**src/rtl/ep_done_irq.sv**
```systemverilog
module ep_done_irq #(
  parameter int NUM_EP = 3,
  parameter int STAT_W = 16
) (
  input  logic              clk,
  input  logic              rst_n,
  input  logic [NUM_EP-1:0] ev_ack,
  input  logic [NUM_EP-1:0] ev_stall,
  input  logic [NUM_EP-1:0] ev_timeout,
  input  logic [NUM_EP-1:0] ev_in_err,
  input  logic [NUM_EP-1:0] ev_out_err,
  input  logic [NUM_EP-1:0] ev_nak,
  input  logic [NUM_EP-1:0] nak_irq_en,
  input  logic [NUM_EP-1:0] irq_en,
  input  logic              clr_we,
  input  logic [NUM_EP-1:0] clr_data,
  output logic [STAT_W-1:0] status,
  output logic              irq
);
  localparam int PAD = STAT_W - NUM_EP;

  logic [NUM_EP-1:0] flag_q;
  logic [NUM_EP-1:0] hit;
  logic [NUM_EP-1:0] clr;

  for (genvar i = 0; i < NUM_EP; i++) begin : g_ep
    assign hit[i] = ev_ack[i] | ev_stall[i] | ev_timeout[i] |
                    ev_in_err[i] | ev_out_err[i] |
                    (ev_nak[i] & nak_irq_en[i]);
  end

  assign clr = clr_we ? clr_data : '0;

  always_ff @(posedge clk or negedge rst_n)
    if (!rst_n) flag_q <= '0;
    else        flag_q <= (flag_q & ~clr) | hit;

  if (PAD > 0) begin : g_pad
    assign status = {{PAD{1'b0}}, flag_q};
  end else begin : g_nopad
    assign status = flag_q;
  end

  assign irq = |(flag_q & irq_en);
endmodule


```
**config.mk**
```make
export PLATFORM = sky130hd
export DESIGN_NAME = ep_done_irq
export DESIGN_NICKNAME = d
export VERILOG_FILES = /design/src/rtl/ep_done_irq.sv
export SDC_FILE = /design/constraint.sdc
export NUM_CORES = 1
export LEC_CHECK = 0
export BUFFER_PORTS_ARGS = -buffer_cell sky130_fd_sc_hd__clkbuf_2
export CAP_MARGIN = 20
export CELL_PAD_IN_SITES_DETAIL_PLACEMENT = 2
export CELL_PAD_IN_SITES_GLOBAL_PLACEMENT = 2
export CORE_MARGIN = 2
export CORE_UTILIZATION = 10
export DETAILED_ROUTE_END_ITERATION = 16
export MAX_ROUTING_LAYER = met4
export PLACE_DENSITY_LB_ADDON = 0.1
export RECOVER_POWER = 100
export SKIP_LAST_GASP = 1
export SLEW_MARGIN = 20
export SYNTH_ARGS = -nofsm -noshare
export SYNTH_HDL_FRONTEND = slang
export SYNTH_SLANG_ARGS = --single-unit
```
**constraint.sdc**
```tcl
create_clock -name clk -period 0.85 [get_ports clk]
set_clock_uncertainty 0.1 [all_clocks]
set_input_delay 0 -clock clk [delete_from_list [all_inputs] [get_ports clk]]
set_output_delay 0 -clock clk [all_outputs]
set_load 0.03 [all_outputs]
```
==> results.py, run 1 <==
metrics = {
    "route": {
        "ant_nets": 0,
        "vias": 340,
        "drtIter0Drc": 8,
        "avgRoutedWirePerCell_um": 9.350,
        "drt_first_pass_iters": 4,
        "drc_errors": 0,
        "vias_per_cell": 3.400,
        "drt_wl_total_um": 935,
    },
    "floorplanning": {
        "die_y_um": 55.87,
        "placementRows": 18,
        "io_pins": 47,
        "core_area_um2": 2522,
        "initial_core_util_pct": 10.66,
        "die_w_um": 55.87,
        "dieArea_um2": 3121,
    },
    "status": {
        "status": "finished, violations left",
        "failed_checks": "hold timing, setup timing",
    },
    "global_routing": {
        "grt_max_degree": 4,
        "grtUsageMet2_pct": 8.163,
        "grt.busiest_layer": "met1",
        "grt_pass1_wl_um": 1531,
        "gr-usage-met3_pct": 2.093,
        "antenna_found_initial": 0,
        "grt_usage_pct": 6.607,
        "grt_pass1_vias": 354,
        "overflow": 0,
        "grt_use_met1_pct": 8.659,
    },
    "sta": {
        "min_period_ps": 1299,
        "finalHoldViolCount": 3,
        "post-route-period-util_pct": 152.8,
        "slew_viol_final": 0,
        "rsz0062_at_grt": "yes",
        "setup_viol": 7,
        "fmax_mhz": 770.0,
        "layout_setup_ws_ps": -448.7,
        "whs_ps": -130.4,
    },
    "power_and_ir_drop": {
        "power_w": 0.0005745,
        "max-vdd-ir-drop_uv": 346.9,
        "power_leakage_nw": 0.2768,
        "p_per_area_nw_per_um2": 1104,
    },
    "setup_path": {
        "crit_path_cell_trace": "a222oi_1, inv_2, clkbuf_8",
        "max_stage_delay_ps": 390,
        "cp_slowest_cell": "dfrtp_2",
        "end_kind": "output pin",
        "crit_type": "flop to output pin",
        "crit_arrival_ps": 1200,
        "critPathRequiredTime_ps": 750,
        "cp_max_fo": 2,
        "cp-start-kind": "flop",
    },
    "synthesis": {
        "synth_cells": 31,
        "yosysTopAreaCell": "buf_4",
        "ys_warn_count": 0,
        "seq_area_frac_synth_pct": 27.91,
        "synth_area_per_cell_um2": 8.678,
        "synth.distinct_cells": 10,
        "ys_top_cells_by_area": "buf_4 (36%), dfrtp_1 (28%), a21bo_2 (7.4%)",
        "ys_seq_elements": 3,
        "synthFlopType": "dfrtp_1",
        "netlist.area_leader.share_pct": 36.28,
        "synth_edf_count": 0,
        "synthArstFlopShare_pct": 100.0,
        "synth_commonest_cells": "buf_4 (13), a21oi_1 (3), dfrtp_1 (3), nand3_1 (3), nor4_1 (3)",
        "syn-cell-area_um2": 269.0,
        "synth_most_common_cell": "buf_4",
    },
    "worst_hold_path": {
        "hold_class": "input port to flop",
    },
    "finish": {
        "largest_register_ffs": 3,
        "fill_cells": 311,
        "diodes": 0,
        "nNetsFinal": 101,
        "drive_above_1_share_pct": 64.29,
        "reg.largest.list": "flag_q x3",
        "multiInputGateArea_um2": 147.6,
        "area_delta_synth_final_pct": 93.49,
        "top_register": "flag_q",
        "design_area_um2": 520.5,
        "seq_area_um2": 78.83,
    },
    "placed_design": {
        "port_buffers": 33,
        "preCtsSetupSlack_ps": -225.3,
        "gp_congestion": 0.6691,
        "placedInstanceArea_um2": 437.9,
    },
    "cts": {
        "cts_setup_buffers": 0,
        "holdBufCountCts": 1,
        "cts.path.max_buffers": 2,
        "clkSinkCount": 3,
        "clock_latency_ps": 230,
        "htreeDepth": 1,
        "cts_tree": "built",
        "cts_root_buf": "clkbuf_4",
        "cts.clk_slew.worst_paths_ps": 40,
        "cts_buffers": 3,
    },
    "run": {
        "timing.max_cap.violations": 0,
    },
}
-- kinds of logic after synthesis --
family,synth area share (%)
other,1.394
DFF,27.91
buffers and inverters,37.67
AOI/OAI and AO/OA,20.46
and+or+nand+nor,12.56
-- final timing paths --
kind                             end  slack [ps]  depth (start not counted)    startpoint
setup reg to reg           flag_q[1]        -170                          3     flag_q[1]
min in group asynchronous  flag_q[2]          20                          2         rst_n
hold reg to reg            flag_q[2]         600                          2     flag_q[2]
max in group asynchronous  flag_q[0]         460                          2         rst_n
setup / recovery                 irq        -450                          3     flag_q[0]
hold / removal             flag_q[0]        -130                          3  ev_in_err[0]
-- per-layer routing --
layer / up-vias / part of all wire, %
met5: - / 0
met4: 0 / 0
met3: 0 / 16
met2: 36 / 40
met1: 143 / 43
li1: 161 / -
-- cell type report --
cell class | instances | area share [%]
Tap cell | 30 | 7.212
Timing Repair Buffer | 36 | 43.51
Multi-Input combinational cell | 26 | 28.37
Inverter | 1 | 0.7212
Clock buffer | 4 | 5.048
Sequential cell | 3 | 15.14
-- metrics by stage --
stage                     instances  hold WS [ps]  utilization [%]  setup TNS (ps)
after floorplan                  43        -395.6                -          -544.5
after global placement           95        -300.7            17.36          -611.0
after detailed placement         95        -297.6            17.36          -602.2
after CTS                       100        -138.4            20.39           -1268
after global routing            100        -125.2            20.63           -1486
final                           100        -130.4            20.63           -1151
-- timing repair --
action                                 4_1_cts  5_1_grt
endpoints found under the hold margin        6        3
pin swaps                                    1        0
setup endpoints to repair                    7        7
gates cloned                                 0        0
gates resized for setup                      9        3
-- worst max-delay path, delay by kind of cell, from the launching register on --
family / cells / cell delay [ps]
compound gates: 1 / 360
buf+inv: 2 / 220
flops: 1 / 390
-- where the power goes --
group          switching [W]  internal (W)
Combinational       0.000116     0.0000680
Sequential       0.000000422      0.000144
Clock              0.0000704      0.000176
-- placed cells by master (no fill, tap or decap) --
cell,instances
inv_2,1
buf_4,2
a21bo_2,2
clkbuf_1,2
a222oi_1,1
a21bo_1,1
clkbuf_2,28
nor4_1,3
buf_8,2
nand3_2,2
clkbuf_8,2
clkbuf_4,3
dfrtp_2,3
nand3_1,1
conb_1,13
dlygate4sd3_1,1
a21oi_1,3
Note: power is estimated with default switching activity, not from simulation.
==> run 2, diff against run 1 <==
Settings changed: ABC_AREA set to 1, CORE_MARGIN 2 to not set.
==> run 2 against run 1 <==
Net effect: the run still ends with hold timing, setup timing left; worst hold slack gained 17 ps; non-clock buffer count rose by 5; synthesized area rose by 20%; sequential power barely moved; combinational power is 22% higher; global-route usage increased by 0.30 points; highest routed layer is now met4.
==> results.py, run 2 <==
metrics = {
    "finish": {
        "nNetsFinal": 129,
        "final_common_cell": "clkbuf_2",
        "fin_cells": 142,
        "final_cell_mix": "clkbuf_2 (27), conb_1 (13), inv_1 (12), nand2_1 (11), dlygate4sd3_1 (6)",
        "top_register": "flag_q",
        "area_delta_synth_final_pct": 100.8,
        "post-route-util_pct": 21.31,
        "largest_register_ffs": 3,
        "drive_above_1_share_pct": 47.96,
        "diodes": 0,
        "reg.largest.list": "flag_q x3",
    },
    "status": {
        "failed_checks": "hold timing, setup timing",
        "status": "finished, violations left",
    },
    "synthesis": {
        "synth_compound_area_share_pct": 4.633,
        "synthFlopType": "dfrtp_1",
        "ys_top_cells_by_area": "buf_4 (30%), dfrtp_1 (23%), nand2_1 (17%)",
        "synth_commonest_cells": "nand2_1 (15), buf_4 (13), inv_1 (12), nand3_1 (4)",
        "synth-xor-area-share_pct": 0,
        "synth_edf_count": 0,
        "ys_warn_count": 0,
        "synth_cells": 54,
        "synthAdderAreaFrac_pct": 0,
        "syn-cell-area_um2": 324.1,
        "synth_most_common_cell": "nand2_1",
        "yosysTopAreaCell": "buf_4",
        "yosys.area_share.simple_pct": 27.03,
        "ys_seq_elements": 3,
        "netlist.area_leader.share_pct": 30.12,
        "synth_area_per_cell_um2": 6.001,
        "synth.distinct_cells": 8,
        "synth_mux_area_share_pct": 0,
        "synth_top_family_by_area": "buffers and inverters",
        "synthArstFlopShare_pct": 100.0,
        "seq_area_frac_synth_pct": 23.17,
    },
    "cts": {
        "cts.path.max_buffers": 2,
        "cts_root_buf": "clkbuf_4",
        "clock_latency_ps": 230,
        "cts_buffers": 3,
        "holdBufCountCts": 6,
        "htreeDepth": 1,
        "cts_tree": "built",
        "clkSinkCount": 3,
        "cts.clk_slew.worst_paths_ps": 40,
    },
    "floorplanning": {
        "initial_core_util_pct": 10.61,
        "io_pins": 47,
        "placementRows": 20,
        "core_area_um2": 3053,
        "die_w_um": 58.93,
        "dieArea_um2": 3472,
        "die_y_um": 58.93,
    },
    "placed_design": {
        "port_buffers": 33,
        "gp_congestion": 0.6011,
        "dp_cells": 130,
        "dp_hpwl_um": 906.8,
        "preCtsSetupSlack_ps": 30.46,
    },
    "global_routing": {
        "grt_usage_pct": 6.903,
        "grt_pass1_wl_um": 1676,
        "overflow": 0,
        "grt_pass1_vias": 449,
        "antenna_found_initial": 0,
        "grt_max_degree": 4,
    },
    "sta": {
        "setup_viol": 6,
        "layout_setup_ws_ps": -191.2,
        "min_period_ps": 1041,
        "slew_viol_final": 0,
        "post-route-period-util_pct": 122.5,
        "finalHoldViolCount": 3,
        "fmax_mhz": 960.4,
        "whs_ps": -113.2,
        "rsz0062_at_grt": "yes",
    },
    "route": {
        "vias_per_cell": 3.099,
        "avgRoutedWirePerCell_um": 7.852,
        "vias": 440,
        "ant_nets": 0,
        "drt_first_pass_iters": 2,
        "drt_wl_total_um": 1115,
        "drc_errors": 0,
        "drtIter0Drc": 2,
    },
    "worst_hold_path": {
        "holdPathStages": 3,
        "hold_start": "ev_in_err[1]",
        "hold_class": "input port to flop",
        "hold_end": "flag_q[1]",
    },
    "setup_path": {
        "rrSetupSlack_ps": -150,
        "timing.rr.end": "flag_q[1]",
        "cp_slowest_cell": "dfrtp_2",
        "crit_path_cell_trace": "nand2_2, nand3_2, buf_8",
        "crit_type": "flop to output pin",
        "max_stage_delay_ps": 410,
        "crit_buf_inv": 1,
        "worstReg2RegStart": "flag_q[1]",
        "critPathRequiredTime_ps": 750,
        "end_kind": "output pin",
        "cp-start-kind": "flop",
        "crit_arrival_ps": 940,
        "r2r_cells": 4,
        "path_delay_family": "flip-flops",
        "cp_max_fo": 3,
    },
    "power_and_ir_drop": {
        "power_leakage_nw": 0.3839,
        "max-vdd-ir-drop_uv": 144.3,
        "p_per_area_nw_per_um2": 954.4,
    },
    "run": {
        "timing.max_cap.violations": 0,
    },
}
-- run 2: cell count changes in the layout (fill, tap and decap cells not counted), moves of 4 or more --
| cell | delta |
|---|---|
| dlygate4sd3_1 | +5 |
| inv_1 | +12 |
| nand2_1 | +11 |
| nand2_2 | +4 |
-- run 2: metrics by stage --
| stage | area [um^2] | total power [W] | setup TNS [ps] |
|---|---|---|---|
| floorplan | 377.9 | 0.0003072 | 0 |
| detailed placement | 500.5 | 0.0003390 | 0 |
| global placement | 500.5 | 0.0003380 | 0 |
| finish | 650.6 | 0.0006210 | -659.8 |
| global route | 650.6 | 0.0006747 | -866.7 |
| CTS | 618.1 | 0.0006302 | -502.9 |
-- run 2: kinds of logic (layout without fill, tap and decap cells) --
logic type / after synthesis / in the layout
flip-flops: 3 / 3
AND/OR/NAND/NOR: 22 / 22
other: 1 / 13
AO/OA/AOI/OAI: 3 / 3
buffers and inverters: 25 / 57
-- run 2: worst reg2reg max path, stage by stage, from the launching register on --
cell and delay (ps):
dfrtp_2 410, buf_4 140, buf_6 100, nand2_1 50, nand3_1 70
-- run 2: worst max-delay path by stage --
stage               from  endpoint  slack (ps)  depth (start not counted)
2_1_floorplan  flag_q[1]       irq          20                          2
3_3_place_gp   flag_q[0]       irq          40                          3
3_5_place_dp   flag_q[0]       irq          30                          3
4_1_cts        flag_q[0]       irq        -200                          3
5_1_grt        flag_q[1]       irq        -240                          3
6_report       flag_q[1]       irq        -190                          3
-- run 2: area by class of cell --
| class | instances | area [um^2] |
|---|---|---|
| timing repair buffer | 41 | 270.3 |
| multi-input combinational | 38 | 175.2 |
| tap | 44 | 55.05 |
| inverter | 12 | 45.04 |
| clock buffer | 4 | 26.28 |
| fill | 394 | 2402 |
| sequential | 3 | 78.83 |
-- run 2: layer usage --
metal,global-route usage (%),vias to the layer above,part of all wire [%]
li1,-,219,-
met1,6.400,188,36
met2,11.85,31,53
met3,1.538,2,10
met4,6.122,0,0.90
met5,-,-,0
-- run 2: repair_timing --
item,CTS,global route
endpoints found under the setup margin,4,7
resized for setup,8,9
buffers inserted,1,2
pin swaps,2,0
endpoints found under the hold margin,6,3
-- run 2: power breakdown --
part | internal, W | switching, W
Clock | 0.000176 | 0.0000757
Combinational | 0.0000880 | 0.000136
Sequential | 0.000144 | 0.000000638
